$ cat src/rtl/rfid_pulse_pkg.sv
package rfid_pulse_pkg;

    localparam int FRAME_W = 80;
    localparam int LEN_W   = $clog2(FRAME_W + 1);

    typedef enum logic [1:0] {
        MODE_FIXED = 2'd0,
        MODE_LREF  = 2'd1,
        MODE_LZERO = 2'd2,
        MODE_QUAD  = 2'd3
    } dl_mode_t;

    typedef enum logic [2:0] {
        S_IDLE,
        S_POWER,
        S_SGAP,
        S_LREF,
        S_PULSE,
        S_GAP,
        S_DONE
    } enc_state_t;

    typedef struct packed {
        logic pwd;
        logic page;
        logic test;
        logic rst;
        logic rd;
        logic regrd;
    } cmd_flags_t;

endpackage

$ cat src/rtl/rfid_frame_builder.sv
module rfid_frame_builder
    import rfid_pulse_pkg::*;
(
    input  dl_mode_t                 mode,
    input  cmd_flags_t               flags,
    input  logic [31:0]              password,
    input  logic [31:0]              wdata,
    input  logic [2:0]               block_addr,
    output logic [FRAME_W-1:0]       frame,
    output logic [LEN_W-1:0]         frame_len
);
    logic [FRAME_W-1:0] acc;
    logic [LEN_W-1:0]   n;
    logic               zero_pad;

    assign zero_pad = (mode == MODE_LZERO) || (mode == MODE_QUAD);

    always_comb begin
        acc = '0;
        n   = '0;
        // scheme-dependent prefix
        if (mode == MODE_LZERO) begin
            acc = {acc[FRAME_W-2:0], 1'b0};
            n   = n + LEN_W'(1);
        end else if (mode == MODE_QUAD) begin
            acc = {acc[FRAME_W-3:0], 2'b00};
            n   = n + LEN_W'(2);
        end
        if (flags.rst) begin
            acc = {acc[FRAME_W-3:0], 2'b00};
            n   = n + LEN_W'(2);
        end else begin
            acc = {acc[FRAME_W-3:0], (flags.test ? 2'b01 : {1'b1, flags.page})};
            n   = n + LEN_W'(2);
            if (flags.pwd) begin
                if (zero_pad) begin
                    acc = {acc[FRAME_W-3:0], 2'b00};
                    n   = n + LEN_W'(2);
                end
                acc = {acc[FRAME_W-33:0], password};
                n   = n + LEN_W'(32);
            end
            if (!flags.regrd) begin
                acc = {acc[FRAME_W-2:0], 1'b0};
                n   = n + LEN_W'(1);
            end
            if (!flags.rd) begin
                acc = {acc[FRAME_W-33:0], wdata};
                n   = n + LEN_W'(32);
            end
            if (!flags.regrd) begin
                acc = {acc[FRAME_W-4:0], block_addr};
                n   = n + LEN_W'(3);
            end
        end
        frame     = acc << (LEN_W'(FRAME_W) - n);
        frame_len = n;
    end
endmodule

$ cat src/rtl/rfid_tick_timer.sv
module rfid_tick_timer #(
    parameter int CNT_W = 16
) (
    input  logic             clk,
    input  logic             rst_n,
    input  logic             tick,
    input  logic             load,
    input  logic [CNT_W-1:0] load_val,
    output logic             expire
);
    logic [CNT_W-1:0] cnt;

    always_ff @(posedge clk or negedge rst_n) begin
        if (!rst_n)
            cnt <= '0;
        else if (load)
            cnt <= load_val;
        else if (tick && cnt != '0)
            cnt <= cnt - CNT_W'(1);
    end

    assign expire = tick && (cnt == CNT_W'(1));
endmodule

$ cat src/rtl/rfid_pulse_encoder.sv
module rfid_pulse_encoder
    import rfid_pulse_pkg::*;
#(
    parameter int POWERUP_CYC = 625,
    parameter int T_SGAP      = 31,
    parameter int T_GAP       = 20,
    parameter int T_ZERO      = 18,
    parameter int T_ONE       = 50,
    parameter int T_LZ_ONE    = 40,
    parameter int T_P01       = 34,
    parameter int T_P10       = 50,
    parameter int T_P11       = 66,
    parameter int T_LREF_ADD  = 136
) (
    input  logic        clk,
    input  logic        rst_n,
    input  logic        carrier_tick,
    input  logic        start,
    input  logic [1:0]  mode,
    input  logic        flag_pwd,
    input  logic        flag_page,
    input  logic        flag_test,
    input  logic        flag_reset,
    input  logic        flag_read,
    input  logic        flag_regread,
    input  logic [31:0] password,
    input  logic [31:0] wdata,
    input  logic [2:0]  block_addr,
    output logic        field_en,
    output logic        busy,
    output logic        done
);
    localparam int T_LREF  = T_ZERO + T_LREF_ADD;
    localparam int T_MAX   = (POWERUP_CYC > T_LREF) ? POWERUP_CYC : T_LREF;
    localparam int CNT_W   = $clog2(T_MAX + 1);

    enc_state_t          state, nstate;
    dl_mode_t            mode_q;
    logic [FRAME_W-1:0]  frame_q, fb_frame;
    logic [LEN_W-1:0]    rem_q, fb_len;
    logic                tload, expire, shift_en;
    logic [CNT_W-1:0]    tval, sym_dur;
    cmd_flags_t          flags;

    assign flags = '{pwd: flag_pwd, page: flag_page, test: flag_test,
                     rst: flag_reset, rd: flag_read, regrd: flag_regread};

    rfid_frame_builder u_build (
        .mode       (dl_mode_t'(mode)),
        .flags      (flags),
        .password   (password),
        .wdata      (wdata),
        .block_addr (block_addr),
        .frame      (fb_frame),
        .frame_len  (fb_len)
    );

    rfid_tick_timer #(.CNT_W(CNT_W)) u_timer (
        .clk      (clk),
        .rst_n    (rst_n),
        .tick     (carrier_tick),
        .load     (tload),
        .load_val (tval),
        .expire   (expire)
    );

    // pulse length of the symbol at the head of the frame
    always_comb begin
        unique case (mode_q)
            MODE_QUAD: begin
                unique case (frame_q[FRAME_W-1 -: 2])
                    2'b00:   sym_dur = CNT_W'(T_ZERO);
                    2'b01:   sym_dur = CNT_W'(T_P01);
                    2'b10:   sym_dur = CNT_W'(T_P10);
                    default: sym_dur = CNT_W'(T_P11);
                endcase
            end
            MODE_LZERO: sym_dur = frame_q[FRAME_W-1] ? CNT_W'(T_LZ_ONE) : CNT_W'(T_ZERO);
            default:    sym_dur = frame_q[FRAME_W-1] ? CNT_W'(T_ONE)    : CNT_W'(T_ZERO);
        endcase
    end

    // next-state and timer control
    always_comb begin
        nstate   = state;
        tload    = 1'b0;
        tval     = '0;
        shift_en = 1'b0;
        unique case (state)
            S_IDLE: if (start) begin
                nstate = S_POWER; tload = 1'b1; tval = CNT_W'(POWERUP_CYC);
            end
            S_POWER: if (expire) begin
                nstate = S_SGAP; tload = 1'b1; tval = CNT_W'(T_SGAP);
            end
            S_SGAP: if (expire) begin
                tload = 1'b1;
                if (mode_q == MODE_LREF) begin
                    nstate = S_LREF; tval = CNT_W'(T_LREF);
                end else begin
                    nstate = S_PULSE; tval = sym_dur;
                end
            end
            S_LREF: if (expire) begin
                nstate = S_GAP; tload = 1'b1; tval = CNT_W'(T_GAP);
            end
            S_PULSE: if (expire) begin
                nstate = S_GAP; tload = 1'b1; tval = CNT_W'(T_GAP); shift_en = 1'b1;
            end
            S_GAP: if (expire) begin
                if (rem_q == '0) begin
                    nstate = S_DONE;
                end else begin
                    nstate = S_PULSE; tload = 1'b1; tval = sym_dur;
                end
            end
            S_DONE:  nstate = S_IDLE;
            default: nstate = S_IDLE;
        endcase
    end

    // state and frame registers
    always_ff @(posedge clk or negedge rst_n) begin
        if (!rst_n) begin
            state   <= S_IDLE;
            mode_q  <= MODE_FIXED;
            frame_q <= '0;
            rem_q   <= '0;
        end else begin
            state <= nstate;
            if (state == S_IDLE && start) begin
                mode_q  <= dl_mode_t'(mode);
                frame_q <= fb_frame;
                rem_q   <= fb_len;
            end else if (shift_en) begin
                if (mode_q == MODE_QUAD) begin
                    frame_q <= frame_q << 2;
                    rem_q   <= rem_q - LEN_W'(2);
                end else begin
                    frame_q <= frame_q << 1;
                    rem_q   <= rem_q - LEN_W'(1);
                end
            end
        end
    end

    // Moore outputs
    always_comb begin
        field_en = !(state == S_SGAP || state == S_GAP);
        busy     = (state != S_IDLE);
        done     = (state == S_DONE);
    end
endmodule

$ cat config.mk
export PLATFORM = sky130hd
export DESIGN_NAME = rfid_pulse_encoder
export DESIGN_NICKNAME = d
export VERILOG_FILES = /design/src/rtl/rfid_pulse_pkg.sv /design/src/rtl/rfid_frame_builder.sv /design/src/rtl/rfid_tick_timer.sv /design/src/rtl/rfid_pulse_encoder.sv
export SDC_FILE = /design/constraint.sdc
export NUM_CORES = 1
export LEC_CHECK = 0
export BUFFER_PORTS_ARGS = -buffer_cell sky130_fd_sc_hd__buf_2
export CELL_PAD_IN_SITES_DETAIL_PLACEMENT = 1
export CELL_PAD_IN_SITES_GLOBAL_PLACEMENT = 1
export CORE_ASPECT_RATIO = 1.75
export CORE_MARGIN = 5
export CORE_UTILIZATION = 47
export DETAILED_ROUTE_END_ITERATION = 8
export PLACE_DENSITY = 0.8
export SYNTH_ARGS = -nofsm -noshare
export SYNTH_HDL_FRONTEND = slang
export SYNTH_HIERARCHICAL = 1
export SYNTH_SLANG_ARGS = --single-unit
export TNS_END_PERCENT = 30
$ cat constraint.sdc
create_clock -name clk -period 2.6 [get_ports clk]
set_clock_uncertainty 0.1 [all_clocks]
set_input_delay 0.13 -clock clk [delete_from_list [all_inputs] [get_ports clk]]
set_output_delay 0.13 -clock clk [all_outputs]
set_load 0.02 [all_outputs]
==> results of run 1 <==
==> cell usage after synthesis (all sizes together) (11+ instances only) <==
| library cell | number |
|---|---|
| a211oi | 16 |
| a21oi | 73 |
| a22oi | 38 |
| a2bb2oi | 14 |
| a31oi | 23 |
| a32o | 11 |
| and2 | 17 |
| and3 | 106 |
| buf | 96 |
| clkbuf | 85 |
| dfrtp | 102 |
| ha | 11 |
| inv | 25 |
| mux2 | 19 |
| mux2i | 57 |
| mux4 | 43 |
| nand2 | 385 |
| nand2b | 34 |
| nand3 | 44 |
| nor2 | 226 |
| nor2b | 27 |
| nor3 | 36 |
| o211ai | 33 |
| o21ai | 86 |
| o221ai | 16 |
| o22a | 12 |
| o22ai | 39 |
| o31ai | 86 |
| or2 | 11 |
| or3 | 12 |
==> routing by layer <==
metal	GRT usage, %	overflow
met1	71.48	1
met2	93.22	125
met3	51.34	1
met4	78.14	93
met5	12.03	0
==> what timing repair did <==
| item | 4_1_cts |
|---|---|
| setup endpoints to repair | 83 |
| hold buffers | 1 |
| buffers inserted | 49 |
| cloned | 6 |
| gates resized for setup | 267 |
| hold endpoints to repair | 42 |
| pin swaps | 113 |
==> cell families after synthesis <==
group,after synthesis,share of synthesized area [%]
multiplexers,119,12.74
XOR/XNOR,6,0.4337
flip-flops,102,18.43
buffers and inverters,206,7.182
adder cells (fa/ha/maj),11,0.9937
other,2,0.05422
AO/OA/AOI/OAI,555,28.56
AND/OR/NAND/NOR,940,31.61
==> stage by stage <==
stage / hold WS [ns] / TNS (ns)
3_5_place_dp: 0.06991 / -97.11
4_1_cts: 0.1175 / -48.84
2_1_floorplan: -0.2656 / -86.37
3_3_place_gp: 0.07779 / -82.55
==> flow_summary.toml, run 1 <==
[clock_network]
cts_sinks = 102
cts_max_level = 3
cts_root_buf = "clkbuf_16"
clk_path_buf_depth = 2
cts_made_buffers = 9

[yosys]
synth_edf_count = 0
synth-seq-area-share_pct = 18.43
synthFlopType = "dfrtp_1"
synth_fp_nets = 2031
yosys.area.top_type = "dfrtp_1"
yosysWarnings = 6
synthTopCellsByArea = "dfrtp_1, nand2_1, mux4_2"
async_flop_share_pct = 100.0
synthCells = 1941
synth_area_um2 = 13850
yosys_register_bits = 102
syn-mean-instance-area_um2 = 7.136
synth.top_cell.area_share_pct = 18.43
ys_types = 104

[place]
gp_congestion = 1.138
dp.cells = 2726
portBuffers = 81
place_area_um2 = 18150
dp_slack_ns = -1.514
dpl.hpwl_um = 63990

[floorplanning]
dieWidth_um = 139.8
fp-row-count = 83
ioPinCount = 82
floorplan.initialDensity_pct = 47.46
die_h_um = 237.1

[global_routing]
grt_pass1_wl_um = 188300
grtUsageTotal_pct = 72.84
grt_max_degree = 135
first_global_vias = 26333
overflow = 220

[outcome]
stop_stage = "5_1_grt"
error_line = "[ERROR GRT-0116] Global routing finished with congestion. Check the congestion regions in the DRC Viewer."
status = "did not finish"
==> inputs of run 2 (changes only) <==
Settings changed: CELL_PAD_IN_SITES_DETAIL_PLACEMENT 1 to default, CELL_PAD_IN_SITES_GLOBAL_PLACEMENT 1 to default, CORE_ASPECT_RATIO 1.75 to default, CORE_UTILIZATION 47 to 35, PLACE_DENSITY 0.8 to default, PLACE_DENSITY_LB_ADDON from default to 0.15.
==> run 2 against run 1 <==
The flow now finishes, with violations (setup timing). Synthesized cell count unchanged. Synthesized area unchanged.
==> flow_summary.toml, run 2 <==
[yosys]
synth_area_um2 = 13850
yosysWarnings = 6
synthFlopType = "dfrtp_1"
yosys.area_share.adder_pct = 0.9937
synthTopCellsByArea = "dfrtp_1, nand2_1, mux4_2"
yosys_register_bits = 102
syn-mean-instance-area_um2 = 7.136
yosys.area_share.simple_pct = 31.61
synth.top_cell.area_share_pct = 18.43
async_flop_share_pct = 100.0
synth-compound-area-share_pct = 28.56
synth.most_common_cell = "nand2_1"
synth_fp_nets = 2031
synthCells = 1941
synth-seq-area-share_pct = 18.43
netlist_top_cells_count = "nand2_1, nor2_1, and3_1"
synthMuxAreaShare_pct = 12.74
yosys.area.top_type = "dfrtp_1"
synth-xor-area-share_pct = 0.4336
synth_top_family_by_area = "simple AND/OR/NAND/NOR gates"
synth_edf_count = 0
ys_types = 104

[pwr]
swShare_pct = 44.98
p_switching_w = 0.004356
p_leak_nw = 8.658
p_int_w = 0.005329
power_frac_clock_pct = 14.7
seqPwrFrac_pct = 21.2
ir_drop_v = 0.0003160
p_per_area_nw_per_um2 = 468.0
comb_power_share_pct = 64.1

[sta]
finalCritPeriodShare_pct = 128.4
layout_setup_ws_ns = -0.7384
holdWs_ns = 0.06884
post-route-min-period_ns = 3.338
hold_violations = 0
setup_viol = 77
slew_headroom_pct = 49.77
slew_violations = 0
tightest_slew_ns = 0.7472
max_freq_mhz = 299.5
rsz0062_at_grt = "yes"

[layout]
top_register = "frame_q"
largest_reg_flops = 80
reg_top3 = "frame_q: 80 flops, u_timer/cnt: 10 flops, rem_q: 7 flops"
multi_input_area_um2 = 11830
diodes = 0
mostFrequentLayoutCells = "buf_4, nand2_1, nor2_1"
final_common_cell = "buf_4"
nNetsFinal = 2515
areaGrowthSynthToFinish_pct = 49.41
fin_util_pct = 53.18
ff_latch_area_um2 = 2552
stdcell_area_um2 = 20690
layout-drive-gt1-share_pct = 40.74
filler_cell_count = 3926

[global_routing]
grt_pass1_wl_um = 107600
first_global_vias = 17097
grt_max_degree = 135
antenna_found_initial = 0
grtUsageTotal_pct = 31.57
overflow = 0

[clock_network]
cts_made_buffers = 9
cts_max_level = 3
clkTransAtPathRegs_ns = 0.07
clkLatencyLatePin_ns = 0.37
cts_tree = "done"
clk_path_buf_depth = 2
cts_root_buf = "clkbuf_16"
cts_sinks = 102

[detailed_routing]
drt_first_pass_iters = 5
avgViaCountPerCell = 5.937
detail_route.wl_per_cell_um = 24.25
drc_errors = 0
drt-initial-drc-count = 1513
vias = 17501
totalWireLength_um = 71490
met2_wirelength_um = 33580
dr_wl_met3_um = 3573
top_layer = "met4"
final_antenna_net_count = 0
wirelength_met1_um = 30100

[floorplanning]
dieArea_um2 = 43650
core_area_um2 = 38920
die_h_um = 208.9
floorplan.initialDensity_pct = 35.59
dieWidth_um = 208.9
fp-row-count = 72
ioPinCount = 82

[place]
dp_slack_ns = -1.503
portBuffers = 81
place_area_um2 = 18590
dpl.hpwl_um = 57590
gp_congestion = 0.9957

[outcome]
status = "finished with violations"
violations = "setup timing"

[critical_path]
r2r_slack_ns = 0.15
startpoint_type = "primary input"
cp.required_ns = 2.77
worstSetupPathType = "primary input to flip-flop"
worst_setup_path_end_kind = "flip-flop"
path_max_fanout = 4
cp.arrival_ns = 3.50

[worst_hold_path]
hold_path_class = "primary input to flip-flop"

[job]
maxCapViolations = 0
==> run 2: power groups by stage <==
stage | sequential [W] | combinational, W | clock [W]
finish | 0.00205 | 0.00621 | 0.00143
global placement | 0.00206 | 0.00531 | 0
detailed placement | 0.00207 | 0.00534 | 0
global route | 0.00209 | 0.00658 | 0.00152
CTS | 0.00204 | 0.00582 | 0.00146
floorplan | 0.00200 | 0.00291 | 0
==> run 2: cell families after synthesis <==
family / Yosys count
fa+ha+maj: 11
mux: 119
other cells: 2
xor+xnor: 6
compound gates: 555
buf+inv: 206
flops: 102
simple gates: 940
==> run 2: stage by stage <==
step	TNS (ns)	total power, W	instances
after floorplan	-86.37	0.004905	1941
after detailed placement	-85.56	0.007411	2896
final	-38.72	0.009686	2948
after global placement	-85.12	0.007375	2896
after global routing	-50.93	0.01019	2948
after CTS	-38.25	0.009325	2931
==> run 2: final timing paths <==
| kind | startpoint | endpoint | cells after the start |
|---|---|---|---|
| worst max register to register | rem_q[3] | u_timer/cnt[5] | 7 |
| max in group asynchronous | rst_n | frame_q[27] | 3 |
| worst min-delay path | carrier_tick | u_timer/cnt[0] | 4 |
| worst max-delay path | flag_regread | frame_q[60] | 19 |
| worst min register to register | frame_q[7] | frame_q[7] | 2 |
| min in group asynchronous | rst_n | u_timer/cnt[0] | 2 |
==> run 2: cell type report <==
type | instances | area share, %
clock buffer | 9 | 1.088
clock inverter | 7 | 0.3446
inverter | 25 | 0.5381
multi-input combinational | 1635 | 57.18
sequential | 102 | 12.33
tap | 518 | 3.132
timing repair buffer | 652 | 25.39
==> run 2: worst max-delay path: stages <==
cell and delay, ns:
buf_8 0.10, inv_6 0.05, nor2_4 0.03, xnor2_2 0.11
and2_1 0.13, ha_1 0.26, nand2b_1 0.09, o21a_1 0.14
inv_2 0.05, ha_4 0.32, buf_6 0.12, mux4_2 0.54
nand2b_4 0.18, mux2_4 0.28, mux2_4 0.28, and2_4 0.16
o32ai_2 0.18, nor2_1 0.08, o31ai_2 0.22
==> run 2: what timing repair did <==
action                     CTS  global route
gates resized for setup    198           123
hold endpoints to repair    36             0
hold buffers                 1             0
pin swaps                   83            76
buffers inserted            17            16
setup endpoints to repair   80            87
gates cloned                 2             3
==> run 2: metal layers <==
layer	track usage (%)	vias up
met1	41.47	8494
met5	0	-
li1	-	8154
met2	52.11	678
met3	3.014	175
met4	15.57	0
Power figures use the tool's default switching activity.
